**src/rtl/ddr_init_seq.sv**
```systemverilog
module ddr_init_seq #(
  parameter int ADDR_W     = 13,
  parameter int BA_W       = 2,
  parameter int CLK_PS     = 7500,
  parameter int POWERUP_NS = 200000,
  parameter int T_RP       = 3,
  parameter int T_MRD      = 2,
  parameter int T_RFC      = 10,
  parameter int DLL_CYC    = 200,
  parameter logic [2:0] BURST_CODE = 3'b010,
  parameter logic [2:0] CAS_CODE   = 3'b010,
  parameter logic [ADDR_W-1:0] EXT_MODE = '0
) (
  input  logic              clk,
  input  logic              rst,
  input  logic              start_i,
  input  logic              clk_ok_i,
  output logic              cke_o,
  output logic              cs_n_o,
  output logic              ras_n_o,
  output logic              cas_n_o,
  output logic              we_n_o,
  output logic [BA_W-1:0]   ba_o,
  output logic [ADDR_W-1:0] addr_o,
  output logic              init_done_o
);
  localparam int PWR_CYC = (POWERUP_NS * 1000 + CLK_PS - 1) / CLK_PS;
  localparam int MAX_WAIT = (PWR_CYC > T_RFC) ? PWR_CYC : T_RFC;
  localparam int CW = $clog2(MAX_WAIT + 1);
  localparam int DW = $clog2(DLL_CYC + 1);
  localparam logic [3:0] C_NOP = 4'b0111;
  localparam logic [3:0] C_PRE = 4'b0010;
  localparam logic [3:0] C_REF = 4'b0001;
  localparam logic [3:0] C_LMR = 4'b0000;
  localparam logic [ADDR_W-1:0] MODE_BASE =
    ADDR_W'({CAS_CODE, 1'b0, BURST_CODE});
  localparam logic [ADDR_W-1:0] BIT8  = ADDR_W'(1) << 8;
  localparam logic [ADDR_W-1:0] BIT10 = ADDR_W'(1) << 10;

  typedef enum logic [4:0] {
    S_IDLE, S_PWAIT, S_NOP,
    S_PRE1, S_WRP1, S_EMR, S_WMR1, S_MRR, S_WMR2,
    S_PRE2, S_WRP2, S_REF1, S_WRF1, S_REF2, S_WRF2,
    S_MRF, S_WMR3, S_DONE
  } st_t;

  st_t st;
  logic [CW-1:0] cnt;
  logic [DW-1:0] dll;
  logic [3:0] cmd;

  always_ff @(posedge clk) begin
    if (rst) begin
      st  <= S_IDLE;
      cnt <= '0;
      dll <= '0;
    end else begin
      if (dll != '0) dll <= dll - 1'b1;
      case (st)
        S_IDLE: if (start_i && clk_ok_i) begin
          st  <= S_PWAIT;
          cnt <= CW'(PWR_CYC - 1);
        end
        S_NOP: st <= S_PRE1;
        S_PRE1, S_PRE2: begin
          st  <= st_t'(st + 1'b1);
          cnt <= CW'(T_RP - 2);
        end
        S_EMR, S_MRF: begin
          st  <= st_t'(st + 1'b1);
          cnt <= CW'(T_MRD - 2);
        end
        S_MRR: begin
          st  <= S_WMR2;
          cnt <= CW'(T_MRD - 2);
          dll <= DW'(DLL_CYC - 1);
        end
        S_REF1, S_REF2: begin
          st  <= st_t'(st + 1'b1);
          cnt <= CW'(T_RFC - 2);
        end
        S_WMR3: begin
          if (cnt != '0) cnt <= cnt - 1'b1;
          else if (dll == '0) st <= S_DONE;
        end
        S_DONE: st <= S_DONE;
        default: begin
          if (cnt != '0) cnt <= cnt - 1'b1;
          else st <= st_t'(st + 1'b1);
        end
      endcase
    end
  end

  always_comb begin
    cmd    = C_NOP;
    ba_o   = '0;
    addr_o = '0;
    case (st)
      S_PRE1, S_PRE2: begin cmd = C_PRE; addr_o = BIT10; end
      S_EMR: begin cmd = C_LMR; ba_o = BA_W'(1); addr_o = EXT_MODE; end
      S_MRR: begin cmd = C_LMR; addr_o = MODE_BASE | BIT8; end
      S_MRF: begin cmd = C_LMR; addr_o = MODE_BASE; end
      S_REF1, S_REF2: cmd = C_REF;
      default: ;
    endcase
  end

  assign {cs_n_o, ras_n_o, cas_n_o, we_n_o} = cmd;
  assign cke_o       = !(st == S_IDLE || st == S_PWAIT);
  assign init_done_o = (st == S_DONE);
endmodule

```
**config.mk**
```make
export PLATFORM = sky130hd
export DESIGN_NAME = ddr_init_seq
export DESIGN_NICKNAME = d
export VERILOG_FILES = /design/src/rtl/ddr_init_seq.sv
export SDC_FILE = /design/constraint.sdc
export NUM_CORES = 1
export LEC_CHECK = 0
export ABC_CLOCK_PERIOD_IN_PS = 2400
export CORE_AREA = 2 2 68 70
export CTS_BUF_LIST = sky130_fd_sc_hd__clkbuf_16
export CTS_CLUSTER_SIZE = 25
export DETAILED_ROUTE_END_ITERATION = 6
export DIE_AREA = 0 0 70 72
export DONT_BUFFER_PORTS = 1
export PLACE_DENSITY = 0.66
export SLEW_MARGIN = 0
export SYNTH_ARGS = -nofsm -noshare
export SYNTH_HDL_FRONTEND = slang
export SYNTH_SLANG_ARGS = --single-unit
```
**constraint.sdc**
```tcl
create_clock -name clk -period 2.4 [get_ports clk]
set_input_delay 0.24 -clock clk [delete_from_list [all_inputs] [get_ports clk]]
set_output_delay 0.24 -clock clk [all_outputs]
set_load 0.02 [all_outputs]
```
# Word-level counts from Yosys, hierarchy flattened
# Cells that the tools add are included.
dict set report classes {
  n_addsub 3
  n_eq_ne 15
  mux 13
  bitwise 1
  n_reduce_logical 17
}
# cell count
set ops {}
lappend ops {{$pmux 15 s5} 1}
lappend ops {{$pmux 11 s3} 1}
lappend ops {{$mux 15} 2}
lappend ops {{$pmux 5 s6} 1}
lappend ops {{$eq 5x4->1 const B} 4}
lappend ops {{$mux 5} 4}
lappend ops {{$mux 8} 2}
lappend ops {{$reduce_bool 15->1} 1}
lappend ops {{$sub 15x1->15 const B} 1}
lappend ops {{$eq 5x2->1 const B} 2}
lappend ops {{$eq 5x3->1 const B} 2}
lappend ops {{$eq 5x5->1 const B} 2}
lappend ops {{$pmux 3 s3} 1}
lappend ops {{$logic_not 8->1} 1}
lappend ops {{$reduce_bool 8->1} 1}
lappend ops {{$reduce_or 2->1} 4}
lappend ops {{$sub 8x1->8 const B} 1}
lappend ops {{$ne 2x2->1 const B} 3}
lappend ops {{$ne 6x3->1 const B} 1}
lappend ops {{$reduce_or 6->1} 1}
lappend ops {{$add 5x1->5 const B} 1}
lappend ops {{$eq 5x1->1 const B} 1}
lappend ops {{$logic_not 5->1} 1}
lappend ops {{$reduce_bool 5->1} 1}
lappend ops {{9 further kinds} 9}
dict set report totals {
  register_bits 28
  in_bits 4
  out_inout_bits 21
  wordCells 53
}

# Longest topological paths before layout
dict set report depth {
  word_depth 4
  mapped_depth 10
  depth_no_buf 9
}

# Worst setup path after synthesis
# Ideal clock, no wire load.
dict set report synth_timing {
  path_type {register to register}
  startpoint {reg st[3]}
  endpoint {reg st[2]}
  setup_ns 0.116
  arrival_time_ns 2.351
  required_ns 2.284
  slack_ns -0.067
  stages_incl_launch_ff 11
  n_path_buf 2
  synth_period_minus_slack_ns 2.467
  cell_sequence {dfxtp_1 -> buf_4 -> clkbuf_1 -> and3_1 -> ha_1 -> and4bb_2 -> a221oi_2 -> inv_1 -> nand3_1 -> a311oi_1 -> a41o_1}
}
dict set report synth_between {
  elab_chain_cells 4
  elab_cells_between_ends 18
  classes_between {eq/ne (14); mux (1); reduce/logical (3)}
}
# item line
set synth_rtl {}
lappend synth_rtl {{start: declaration} 47} ;# st_t st;
lappend synth_rtl {{start signal: assignment} 66} ;# st <= st_t'(st + 1'b1);
lappend synth_rtl {{start signal: assignment} 70} ;# st <= st_t'(st + 1'b1);
lappend synth_rtl {{start signal: assignment} 79} ;# st <= st_t'(st + 1'b1);
lappend synth_rtl {{$eq 5x4->1, or another cell as far along} 59} ;# case (st)
lappend synth_rtl {{$reduce_or 6->1 (no line)} n/a}
lappend synth_rtl {{$ne 6x3->1 (no line)} n/a}
lappend synth_rtl {{$reduce_and 4->1 (no line)} n/a}
# Parallel ways exist; a longest one is shown, timed or not.
# A chain may end at the register's enable or synchronous reset.

# Final worst setup path
dict set report layout_timing {
  startpoint {reg st[0]}
  endpoint {reg cnt[12]}
}
dict set report layout_between {
  elab_chain_cells 4
  elab_cells_between_ends 19
  classes_between {eq/ne (10); mux (1); bitwise (1); reduce/logical (7)}
}
# item line
set layout_rtl {}
lappend layout_rtl {{$eq 5x4->1, or another cell as far along} 59}
lappend layout_rtl {{$reduce_or 3->1 (no line) / $reduce_or 2->1 (equally long branches)} n/a}
lappend layout_rtl {{$reduce_bool 5->1 (no line) / $not 1->1 (equally long branches)} n/a}
lappend layout_rtl {{$reduce_and 3->1 (no line)} n/a}
lappend layout_rtl {{end signal: assignment} 62} ;# cnt <= CW'(PWR_CYC - 1);
lappend layout_rtl {{end signal: assignment} 67} ;# cnt <= CW'(T_RP - 2);
lappend layout_rtl {{end signal: assignment} 71} ;# cnt <= CW'(T_MRD - 2);
lappend layout_rtl {{end: declaration} 48} ;# logic [CW-1:0] cnt;
# Parallel ways exist; a longest one is shown, timed or not.

==> metrics.md <==
| Metric | Value |
|---|---|
| Dpl ws | -0.273 ns |
| WL met3 | 352 um |
| Final Cycle Share | 95.9% |
| CTS Sinks | 28 |
| Sequential element share of the synthesized area | 26.9% |
| Clock-pin slew on the worst setup and hold paths | 0.07 ns |
| Num rows | 24 |
| Worst reg2reg startpoint | st[0] |
| IO Pins | 25 |
| Port Buf Inserts | 0 |
| Setup slack, reg-to-reg | 0.1 ns |
| Layout Skew | 0.00286 ns |
| Max Clk Rate | 435 MHz |
| Final Slew Violations | 0 |
| CP Cell Sequence | ha_1, and3_1, ha_1, and4bb_2, a221oi_4, buf_4, nor3_2, a31oi_1, a311oi_1 |
| Post-synthesis async set-or-reset flop share | 0% |
| Synth warn | 0 |
| Commonest non-fill, non-tap cells in the layout | buf_4, dfxtp_1, a21oi_1 |
| Fin crit period | 2.30 ns |
| Die Y | 72 um |
| RSZ-0062 raised after global routing | no |
| Vias in the first global route | 1836 |
| Seq cells post-synth | 28 |
| WHS | 0.0350 ns |
| CTS Buffer Depth | 2 |
| Highest metal used | met4 |
| Routed met2 length | 2570 um |
| CTS buffer count | 3 |
| Worst setup path class | flop to flop |
| CTS tree | built |
| Die area | 5040 um^2 |
| DR vias | 2072 |
| Slowest stage delay, CP | 0.33 ns |
| Inserted Diodes | 0 |
| Worst Setup SP | st[0] |
| VDD IR max | 0.634 mV |
| Share of cells above drive strength 1 | 19.2% |
| Crit path max fanout | 7 |
| Final worst setup slack | 0.0986 ns |
| Total GRT Usage | 21.4% |
| Met1 Routed Length | 2390 um |
| Post-DR vias/cell | 6.13 |
| CTS H-Tree Depth | 1 |
| Data required, critical path | 2.57 ns |
| Initial antenna violation count | 0 |
| Leakage power | 0.960 nW |
| WL/cell | 15.9 um |
| Layout Utilization | 56.3% |
| Tightest Pin Transition | 0.612 ns |
| Pin count of the biggest net entering global routing | 27 |
| Hold Path Class | input port to flop |
| Final setup violation count | 0 |
| Pwr dens | 1520 nW/um^2 |
| Run status | complete, no violations |
| EDFF count, synth | 0 |
| Mapped Area | 2080 um^2 |
| Clock Latency Late Sink | 0.27 ns |
| Dpl hpwl | 3830 um |
| MaxCap Viol Count | 0 |
| Register area | 561 um^2 |
| Synth Area per Inst | 7.77 um^2 |
| Critical Path AT | 2.47 ns |
| Core Box Area | 4260 um^2 |
| ANT nets after route | 0 |
| Post-route DRC | 0 |
| Grt ovf | 0 |
| Initial DRC count | 158 |
| Final RePlAce weighted congestion | 0.856 |
| Netlist cell types | 59 |
| Nets | 299 |
| Initial Utilization | 48.9% |
| First drt pass iteration count | 4 |
| Area of the multi-input gates | 1350 um^2 |
| Mapped Cells | 268 |
| Crit path launch type | flop |
| Area growth, synth to finish | 15.3% |
| Worst Setup End Kind | flop |
| Root Driver | clkbuf_16 |
| Hold_sp | rst |
| Worst path most repeated cell | ha_1 |
| Slew margin rel. | 58.8% |
| Synth Flop Type | dfxtp_1 |
| WL final | 5380 um |
| Width of the die | 70 um |
| Final Hold Viols | 0 |
| Leading cell type in the layout, fill and taps excluded | buf_4 |
| Global-route wire length before repair | 8890 um |
| Filler cell count | 409 |
| Critical-path top delay cell | and4bb_2 |
-- layout make-up --
class / count / share of cell area [%]
clock inverters: 1 / 1.25
multi-input cells: 203 / 56.3
flip-flops and latches: 28 / 23.3
inverters: 17 / 2.66
well taps: 52 / 2.71
repair buffers: 34 / 10.6
clock buffers: 3 / 3.13
-- worst max-delay path, delay by kind of cell, from the launching register on --
kind / cells / cell delay (ns)
adders and majority gates: 2 / 0.41
buffers and inverters: 1 / 0.20
and+or+nand+nor: 3 / 0.82
DFF: 1 / 0.32
AOI/OAI and AO/OA: 3 / 0.46
-- routing by layer --
layer,track usage (%),up-vias
li1,-,1028
met2,34.5,62
met1,30.2,976
met5,0,-
met3,2.64,6
met4,6.62,0
-- report_power, final --
group	internal, W	total, W	switching, W
sequential	0.000636	0.000815	0.000179
clock	0.000333	0.000506	0.000174
combinational	0.00102	0.00233	0.00131
-- kinds of logic after synthesis --
group	synth area share (%)
compound gates	29.4
flops	26.9
fa+ha+maj	4.80
buf+inv	11.5
other cells	0.180
simple gates	23.8
mux	2.52
xor+xnor	0.841
-- cell usage after synthesis (3+ instances only) --
cell type,number,area (um^2)
a211oi_1,8,60.1
a21oi_1,27,135
a311oi_1,9,78.8
a31oi_1,3,18.8
buf_2,6,30.0
buf_4,15,113
clkbuf_1,9,33.8
dfxtp_1,28,561
ha_1,8,100
inv_1,16,60.1
mux2i_1,3,30.0
nand2_1,18,67.6
nand3_1,8,40.0
nor2_1,16,60.1
nor3_1,11,55.1
nor4_1,5,31.3
o21ai_0,17,85.1
o311ai_0,3,26.3
or3_1,5,31.3
or4_1,4,30.0
-- metrics by stage --
| step | power, W | instances | setup TNS (ns) | area (um^2) |
|---|---|---|---|---|
| 2_1_floorplan | 0.00241 | 278 | 0 | 2120 |
| 3_3_place_gp | 0.00304 | 332 | -1.04 | 2250 |
| 3_5_place_dp | 0.00306 | 332 | -2.41 | 2250 |
| 4_1_cts | 0.00360 | 338 | 0 | 2380 |
| 5_1_grt | 0.00395 | 338 | 0 | 2400 |
| 6_report | 0.00366 | 338 | 0 | 2400 |
-- registers in the layout, summed over array words and instances (netlist names) --
register,cells
dll,8
cnt,15
st,5
-- what timing repair did --
item,in CTS,in global routing
resized for setup,1,3
hold buffers,0,0
endpoints found under the setup margin,19,10
setup buffers,2,0
pin swaps,0,0
-- worst paths after layout --
check / end / cells past startpoint
max: cnt[12] / 9
min: dll[7] / 1
max reg2reg: cnt[12] / 9
min reg2reg: dll[3] / 2
Note: power is estimated with default switching activity, not from simulation.
